File: src/rtl/gpio_port_pkg.sv
package gpio_port_pkg;
  localparam int ADDR_W = 4;

  typedef enum logic [ADDR_W-1:0] {
    A_INPUT   = 4'd0,
    A_OUTPUT  = 4'd1,
    A_POLAR   = 4'd2,
    A_DIR     = 4'd3,
    A_PULLEN  = 4'd4,
    A_PULLSEL = 4'd5,
    A_DRVL    = 4'd6,
    A_DRVH    = 4'd7,
    A_LATCH   = 4'd8,
    A_MASK    = 4'd9,
    A_STATUS  = 4'd10,
    A_MODE    = 4'd11
  } reg_addr_e;
endpackage

File: src/rtl/gpio_sync.sv
module gpio_sync #(
  parameter int WIDTH  = 8,
  parameter int STAGES = 2
) (
  input  logic             clk,
  input  logic             rst,
  input  logic [WIDTH-1:0] d,
  output logic [WIDTH-1:0] q
);
  logic [WIDTH-1:0] chain [STAGES];

  genvar s;
  generate
    for (s = 0; s < STAGES; s++) begin : g_stage
      if (s == 0) begin : g_first
        always_ff @(posedge clk) begin
          if (rst) chain[s] <= '0;
          else     chain[s] <= d;
        end
      end else begin : g_next
        always_ff @(posedge clk) begin
          if (rst) chain[s] <= '0;
          else     chain[s] <= chain[s-1];
        end
      end
    end
  endgenerate

  assign q = chain[STAGES-1];
endmodule

File: src/rtl/gpio_cfg_regs.sv
module gpio_cfg_regs
  import gpio_port_pkg::*;
#(
  parameter int WIDTH = 8
) (
  input  logic              clk,
  input  logic              rst,
  input  logic              wr_en,
  input  logic [ADDR_W-1:0] addr,
  input  logic [WIDTH-1:0]  wdata,
  output logic [WIDTH-1:0]  out_q,
  output logic [WIDTH-1:0]  pol_q,
  output logic [WIDTH-1:0]  dir_q,
  output logic [WIDTH-1:0]  pullen_q,
  output logic [WIDTH-1:0]  pullsel_q,
  output logic [WIDTH-1:0]  drvl_q,
  output logic [WIDTH-1:0]  drvh_q,
  output logic [WIDTH-1:0]  latch_q,
  output logic [WIDTH-1:0]  mask_q,
  output logic              od_mode_q
);
  always_ff @(posedge clk) begin
    if (rst) begin
      out_q     <= '0;
      pol_q     <= '0;
      dir_q     <= '1;
      pullen_q  <= '0;
      pullsel_q <= '0;
      drvl_q    <= '0;
      drvh_q    <= '0;
      latch_q   <= '0;
      mask_q    <= '1;
      od_mode_q <= 1'b0;
    end else if (wr_en) begin
      case (addr)
        A_OUTPUT:  out_q     <= wdata;
        A_POLAR:   pol_q     <= wdata;
        A_DIR:     dir_q     <= wdata;
        A_PULLEN:  pullen_q  <= wdata;
        A_PULLSEL: pullsel_q <= wdata;
        A_DRVL:    drvl_q    <= wdata;
        A_DRVH:    drvh_q    <= wdata;
        A_LATCH:   latch_q   <= wdata;
        A_MASK:    mask_q    <= wdata;
        A_MODE:    od_mode_q <= wdata[0];
        default:   ;
      endcase
    end
  end
endmodule

File: src/rtl/gpio_irq_unit.sv
module gpio_irq_unit #(
  parameter int WIDTH = 8
) (
  input  logic             clk,
  input  logic             rst,
  input  logic [WIDTH-1:0] live,
  input  logic [WIDTH-1:0] mask,
  input  logic [WIDTH-1:0] latch_en,
  input  logic             ack,
  output logic [WIDTH-1:0] port_val,
  output logic [WIDTH-1:0] status_q,
  output logic             irq_q
);
  logic [WIDTH-1:0] ref_q;
  logic [WIDTH-1:0] held_q;
  logic [WIDTH-1:0] hval_q;
  logic [WIDTH-1:0] diff;
  logic [WIDTH-1:0] cap;
  logic [WIDTH-1:0] status_nxt;

  assign port_val   = (held_q & hval_q) | (~held_q & live);
  assign diff       = live ^ ref_q;
  assign cap        = latch_en & diff & ~held_q;
  assign status_nxt = status_q | (diff & ~mask);

  always_ff @(posedge clk) begin
    if (rst) begin
      ref_q    <= '0;
      held_q   <= '0;
      hval_q   <= '0;
      status_q <= '0;
      irq_q    <= 1'b0;
    end else if (ack) begin
      ref_q    <= port_val;
      held_q   <= '0;
      status_q <= '0;
      irq_q    <= 1'b0;
    end else begin
      held_q   <= held_q | cap;
      hval_q   <= (hval_q & ~cap) | (live & cap);
      status_q <= status_nxt;
      irq_q    <= |status_nxt;
    end
  end
endmodule

File: src/rtl/gpio_pin_drv.sv
module gpio_pin_drv #(
  parameter int WIDTH = 8
) (
  input  logic             clk,
  input  logic             rst,
  input  logic [WIDTH-1:0] out_val,
  input  logic [WIDTH-1:0] dir_in,
  input  logic             od_mode,
  output logic [WIDTH-1:0] pin_out,
  output logic [WIDTH-1:0] pin_oe
);
  always_ff @(posedge clk) begin
    if (rst) begin
      pin_out <= '0;
      pin_oe  <= '0;
    end else if (od_mode) begin
      pin_out <= '0;
      pin_oe  <= ~dir_in & ~out_val;
    end else begin
      pin_out <= out_val;
      pin_oe  <= ~dir_in;
    end
  end
endmodule

File: src/rtl/gpio_irq_port.sv
module gpio_irq_port
  import gpio_port_pkg::*;
#(
  parameter int WIDTH       = 8,
  parameter int SYNC_STAGES = 2
) (
  input  logic              clk,
  input  logic              rst,
  input  logic [ADDR_W-1:0] addr,
  input  logic [WIDTH-1:0]  wdata,
  input  logic              wr_en,
  input  logic              rd_en,
  output logic [WIDTH-1:0]  rdata,
  input  logic [WIDTH-1:0]  pin_in,
  output logic [WIDTH-1:0]  pin_out,
  output logic [WIDTH-1:0]  pin_oe,
  output logic              irq_drive_low
);
  localparam logic [WIDTH-1:0] ZERO_W = '0;

  logic [WIDTH-1:0] out_q, pol_q, dir_q, pullen_q, pullsel_q;
  logic [WIDTH-1:0] drvl_q, drvh_q, latch_q, mask_q;
  logic             od_mode_q;
  logic [WIDTH-1:0] pin_sync, live, port_val, status_q;
  logic             ack;

  gpio_cfg_regs #(.WIDTH(WIDTH)) u_cfg (
    .clk(clk), .rst(rst), .wr_en(wr_en), .addr(addr), .wdata(wdata),
    .out_q(out_q), .pol_q(pol_q), .dir_q(dir_q), .pullen_q(pullen_q),
    .pullsel_q(pullsel_q), .drvl_q(drvl_q), .drvh_q(drvh_q),
    .latch_q(latch_q), .mask_q(mask_q), .od_mode_q(od_mode_q)
  );

  gpio_sync #(.WIDTH(WIDTH), .STAGES(SYNC_STAGES)) u_sync (
    .clk(clk), .rst(rst), .d(pin_in), .q(pin_sync)
  );

  assign live = pin_sync ^ pol_q;
  assign ack  = rd_en && (addr == A_INPUT);

  gpio_irq_unit #(.WIDTH(WIDTH)) u_irq (
    .clk(clk), .rst(rst), .live(live), .mask(mask_q), .latch_en(latch_q),
    .ack(ack), .port_val(port_val), .status_q(status_q), .irq_q(irq_drive_low)
  );

  gpio_pin_drv #(.WIDTH(WIDTH)) u_drv (
    .clk(clk), .rst(rst), .out_val(out_q), .dir_in(dir_q),
    .od_mode(od_mode_q), .pin_out(pin_out), .pin_oe(pin_oe)
  );

  always_ff @(posedge clk) begin
    if (rst) begin
      rdata <= '0;
    end else if (rd_en) begin
      case (addr)
        A_INPUT:   rdata <= port_val;
        A_OUTPUT:  rdata <= out_q;
        A_POLAR:   rdata <= pol_q;
        A_DIR:     rdata <= dir_q;
        A_PULLEN:  rdata <= pullen_q;
        A_PULLSEL: rdata <= pullsel_q;
        A_DRVL:    rdata <= drvl_q;
        A_DRVH:    rdata <= drvh_q;
        A_LATCH:   rdata <= latch_q;
        A_MASK:    rdata <= mask_q;
        A_STATUS:  rdata <= status_q;
        A_MODE:    rdata <= {ZERO_W[WIDTH-1:1], od_mode_q};
        default:   rdata <= '0;
      endcase
    end
  end
endmodule

File: config.mk
export PLATFORM = sky130hd
export DESIGN_NAME = gpio_irq_port
export DESIGN_NICKNAME = d
export VERILOG_FILES = /design/src/rtl/gpio_port_pkg.sv /design/src/rtl/gpio_sync.sv /design/src/rtl/gpio_cfg_regs.sv /design/src/rtl/gpio_irq_unit.sv /design/src/rtl/gpio_pin_drv.sv /design/src/rtl/gpio_irq_port.sv
export SDC_FILE = /design/constraint.sdc
export NUM_CORES = 1
export LEC_CHECK = 0
export ABC_AREA = 0
export CELL_PAD_IN_SITES_DETAIL_PLACEMENT = 1
export CELL_PAD_IN_SITES_GLOBAL_PLACEMENT = 1
export CORE_UTILIZATION = 48
export CTS_CLUSTER_SIZE = 8
export DETAILED_ROUTE_END_ITERATION = 7
export PLACE_DENSITY = 0.82
export REMOVE_ABC_BUFFERS = 1
export SYNTH_ARGS = -nofsm -noshare
export SYNTH_HDL_FRONTEND = slang
export SYNTH_SLANG_ARGS = --single-unit
File: constraint.sdc
create_clock -name clk -period 4 [get_ports clk]
set_input_delay 0.4 -clock clk [delete_from_list [all_inputs] [get_ports clk]]
set_output_delay 0.4 -clock clk [all_outputs]
set_load 0.02 [all_outputs]
After elaboration in Yosys (flattened, before gate mapping)
Memory sizes are Yosys's and may differ from the RTL's. Cells that the tools add are included.

Register bits: 130. Bits in writable memories: 16. Input bits: 24. Output and inout port bits: 25. Memories: 1.

Memory list: u_sync.chain (depth 2, width 8, read ports 2, clocked after Yosys merged registers in 0, wr ports 2, RTL line gpio_sync.sv:10) `logic [WIDTH-1:0] chain [STAGES];`.

Equality and inequality tests: 11. Muxes and demuxes: 7. Bitwise operators: 21. Reduce and logical (&&, ||, !) cells: 15.

Operator list (number): 8-bit case mux with 12 select lines (1); 8-bit AND (8); 8-bit inverter (5); 8-bit OR (4); 8-bit two-way mux (3); 2-bit AND reduction (10); 4-bit by 3-bit == test with 1-bit output, second input constant (4); 4-bit == test, second input constant (4); 8-bit XOR (2); 4-bit by 2-bit == test with 1-bit output, second input constant (2); 8-bit OR reduction (1); 4-bit by 1-bit == test with 1-bit output, second input constant (1); 4-bit zero test (1); 2-bit OR reduction (2); 1-bit two-way mux (3); 1-bit OR (2); 1-bit logical AND (1).

Longest topological paths before layout
Depth after elaboration: 7. Mapped depth: 8. Mapped depth without buffers: 5.

Modules after synthesis
A second synthesis with hierarchy kept.

Cell total of the unflattened synthesis: 651. Area total of the unflattened synthesis: 6631.4 µm².

Modules (own cells, without submodules): gpio_cfg_regs (times used 1, cells an instance 265, area an instance 2876.5 µm²); gpio_irq_unit (times used 1, cells an instance 161, area an instance 1487.7 µm²); gpio_irq_port (times used 1, cells an instance 156, area an instance 1246.2 µm²); gpio_pin_drv (times used 1, cells an instance 36, area an instance 556.8 µm²); gpio_sync (times used 1, cells an instance 33, area an instance 464.2 µm²).

Least setup slack after synthesis
Ideal clock, no wire load.

Kind: input -> register. Start: input addr[3]. End: register rdata[0]. Setup time: 0.124 ns. Arrival time: 1.530 ns. Data required time: 3.876 ns. Path slack: 2.346 ns. Cell stages on the path: 6. Path buffers: 1. Cell sequence: buf_6 > mux2_2 > a22o_1 > a22oi_2 > nor3_1 > a2111o_1.

Word-level cells in the longest chain between the ends: 2. Elaborated cells between the ends (all ways): 13. Those cells by class: eq/ne: 11; mux: 1; reduce/logical: 1.

RTL lines: start, declared (RTL line gpio_irq_port.sv:9) `input logic [ADDR_W-1:0] addr,`; 4-bit == test (tied with other cells) (RTL line gpio_irq_port.sv:55) `case (addr)`; 8-bit case mux with 12 select lines (*) (RTL line gpio_irq_port.sv:55); end signal, assigned (RTL line gpio_irq_port.sv:56) `A_INPUT: rdata <= port_val;`; end signal, assigned (RTL line gpio_irq_port.sv:57) `A_OUTPUT: rdata <= out_q;`; end signal, assigned (RTL line gpio_irq_port.sv:58) `A_POLAR: rdata <= pol_q;`; end, declared (RTL line gpio_irq_port.sv:13) `output logic [WIDTH-1:0] rdata,`.

Every way passes the cells marked *; elsewhere a longest branch is shown, timed or not. A chain may end at the register's enable or synchronous reset.

Final worst setup path
Start: input addr[2]. End: register u_cfg.drvh_q[1].

Word-level cells in the longest chain between the ends: 2.

RTL lines: 4-bit by 3-bit == test with 1-bit output (RTL line gpio_cfg_regs.sv:35) `case (addr)`; 2-bit AND reduction (no line); end signal, assigned (RTL line gpio_cfg_regs.sv:42) `A_DRVH: drvh_q <= wdata;`; end, declared (RTL line gpio_cfg_regs.sv:17) `output logic [WIDTH-1:0] drvh_q,`.

Every way passes these cells.

==> flow_summary.yaml <==
clock_network:
  cts-htree-levels: 4
  clkTransAtPathRegs_ns: 0.06
  cts_hold_buffers: 0
  clockRootBuffer: "clkbuf_16"
  cts_tree: "done"
  clock_latency_ns: 0.44
  clock_sinks: 146
  postCtsSetupBuffers: 0
  clockBufferDepth: 2
  cts_buffers: 17
  ctsResizeCount: 0
setup_path:
  worstSetupEndpointType: "register"
  worstPathMaxFanout: 27
  crit_required_ns: 4.36
  start_kind: "input pin"
  critPathArrivalTime_ns: 3.30
  crit_type: "in -> reg"
power_and_ir_drop:
  p_leak_nw: 2.941
  ir_worst_vdd_mv: 0.3775
  combPwrFrac_pct: 6.4
  power.internal_mw: 2.967
  p_sw_mw: 0.8140
  swShare_pct: 21.53
  power_density_nw_per_um2: 504.6
  p_clk_share_pct: 53.8
  seqPwrFrac_pct: 39.8
floorplan:
  start_util_pct: 49.22
  die_x_um: 115.8
  ioPinCount: 49
  num_rows: 41
  core_um2: 12620
  die_y_um: 115.8
  dieArea_um2: 13400
routing:
  via_per_inst: 5.959
  wl_mm: 19.20
  via_count: 5399
  drc: 0
  drtPass1Iterations: 5
  drtIter0Drc: 394
  ant_nets: 0
  wl_per_cell_um: 21.19
layout:
  diodes: 0
  fin_area_um2: 7492
  drive_above_1_share_pct: 7.629
  area_growth_pct: 20.63
  finalNetCount: 745
synth:
  syn_avg_cell_area_um2: 8.924
  synth_area_leader_cell: "dfxtp_1"
  ys_ff_latch: 146
  synth_cell_types: 56
  synth.top_cell.area_share_pct: 47.06
  ys_top_cells_by_count: "dfxtp_1, nand2_1, nor2_1"
  ys.flop_type: "dfxtp_1"
  synthArstFlopShare_pct: 0
  synth_edf_count: 0
  syn_inst: 696
  synth-warning-count: 0
  synth_area_leaders: "dfxtp_1, mux2i_1, nand2_1"
  ys_seq_area_share_pct: 47.06
  synth_area_um2: 6211
  synthMostInstantiatedCell: "dfxtp_1"
global_routing:
  grt_start_max_net_pins: 69
  grt_pass1_wl_mm: 30.46
  grt_overflow: 0
  grt_pass1_vias: 5651
  grt_usage_pct: 30.83
  antenna_found_initial: 0
hold_path:
  hp-class: "in -> reg"
sta:
  setup_viol: 0
  hold_viol: 0
  period_share_pct: 73.45
  slew_violations: 0
  max_freq_mhz: 340.4
  rsz0062_at_grt: "no"
  max_slew_margin_pct: 40.54
  whs_ns: 0.4403
  period_needed_ns: 2.938
  setup_ws_ns: 1.062
  fin_tns_setup_ns: 0
  clock_skew_ns: 0.006869
  worst_pin_slew_ns: 0.8891
job:
  drv_cap: 0
placement:
  hpwl_mm: 12.81
  gp_congestion: 0.8779
  pre_cts_ws_ns: 0.7119
  io_buffers: 48
  dpl_cell_area_um2: 6738
outcome:
  status: "completed"
[flip-flops by register name, summed over array words and instances, names as in the netlist, named ones only]
signal / count
rdata: 8
u_cfg.dir_q: 8
u_cfg.drvh_q: 8
u_cfg.drvl_q: 8
u_cfg.latch_q: 8
u_cfg.mask_q: 8
u_cfg.od_mode_q: 1
u_cfg.out_q: 8
u_cfg.pol_q: 8
u_cfg.pullen_q: 8
u_cfg.pullsel_q: 8
u_drv.pin_oe: 8
u_drv.pin_out: 8
u_irq.held_q: 8
u_irq.irq_q: 1
u_irq.ref_q: 8
u_irq.status_q: 8
u_sync.chain: 16
[per-stage QoR]
stage | power (mW) | instances | utilization, %
after floorplan | 1.638 | 645 | -
after global placement | 1.762 | 874 | 53.39
after detailed placement | 1.772 | 874 | 53.39
after CTS | 3.800 | 906 | 59.37
after global routing | 3.886 | 906 | 59.37
final | 3.781 | 906 | 59.37
[kinds of logic after synthesis]
group / count (synthesis) / share of synthesized area, %
and+or+nand+nor: 265 / 21.78
AOI/OAI and AO/OA: 158 / 15.77
DFF: 146 / 47.06
buffers and inverters: 59 / 4.452
muxes: 52 / 8.682
xor gates and xnor gates: 16 / 2.256
[placed cells by master (no fill, tap or decap), drive strengths merged, types with 6 or more instances in the layout]
cell type,synthesis,final
dfxtp,146,146
nor2b,28,28
and4b,7,7
o21bai,11,11
bufinv,0,9
clkdlybuf4s50,0,47
a22oi,9,9
xnor2,8,8
and2,8,8
nand3,12,12
buf,20,10
nand3b,26,26
nand2,84,84
a32oi,6,6
o21ai,39,39
a211oi,10,10
inv,8,9
xor2,8,8
nor3,8,8
mux2i,46,46
nor2,71,71
a21oi,58,58
clkbuf,31,19
[path summary, 6_finish.rpt]
check / start / depth (start not counted) / slack (ns) / to
worst min register to register: u_sync.chain[0][5] / 1 / 0.44 / u_sync.chain[1][5]
worst max-delay path: addr[2] / 6 / 1.06 / u_cfg.drvh_q[1]
worst max register to register: u_cfg.pol_q[7] / 5 / 2.26 / u_irq.irq_q
worst min-delay path: rst / 2 / 0.44 / u_cfg.latch_q[5]
[final cells by class]
cell class,count,area [µm²]
Fill cell,1460,5127
Sequential cell,146,2923
Timing Repair Buffer,57,558.0
Clock buffer,19,452.9
Inverter,8,30.03
Multi-Input combinational cell,491,3012
Tap cell,172,215.2
Clock inverter,13,301.5
[worst max-delay path, stage by stage]
cell and delay (ns):
clkdlybuf4s50_1 1.05, nor2b_1 0.27, nand2_1 0.53, nor2_1 0.71
nand2_1 0.15, a21oi_1 0.16
[power by group through the flow]
stage          Sequential, mW  Clock (mW)  Combinational (mW)
6_report                 1.51        2.03               0.242
2_1_floorplan            1.53           0               0.104
4_1_cts                  1.51        2.05               0.240
3_5_place_dp             1.54           0               0.235
5_1_grt                  1.51        2.12               0.259
3_3_place_gp             1.53           0               0.227
[routing by layer]
layer  track usage [%]  part of all wire, %  routed length (µm)
met5                 0                    0                   0
met2             52.42                   50                9557
met1             37.12                   42                8105
met3             6.747                  5.4                1032
met4             14.70                  2.6                 501
Note: power is estimated with default switching activity, not from simulation.
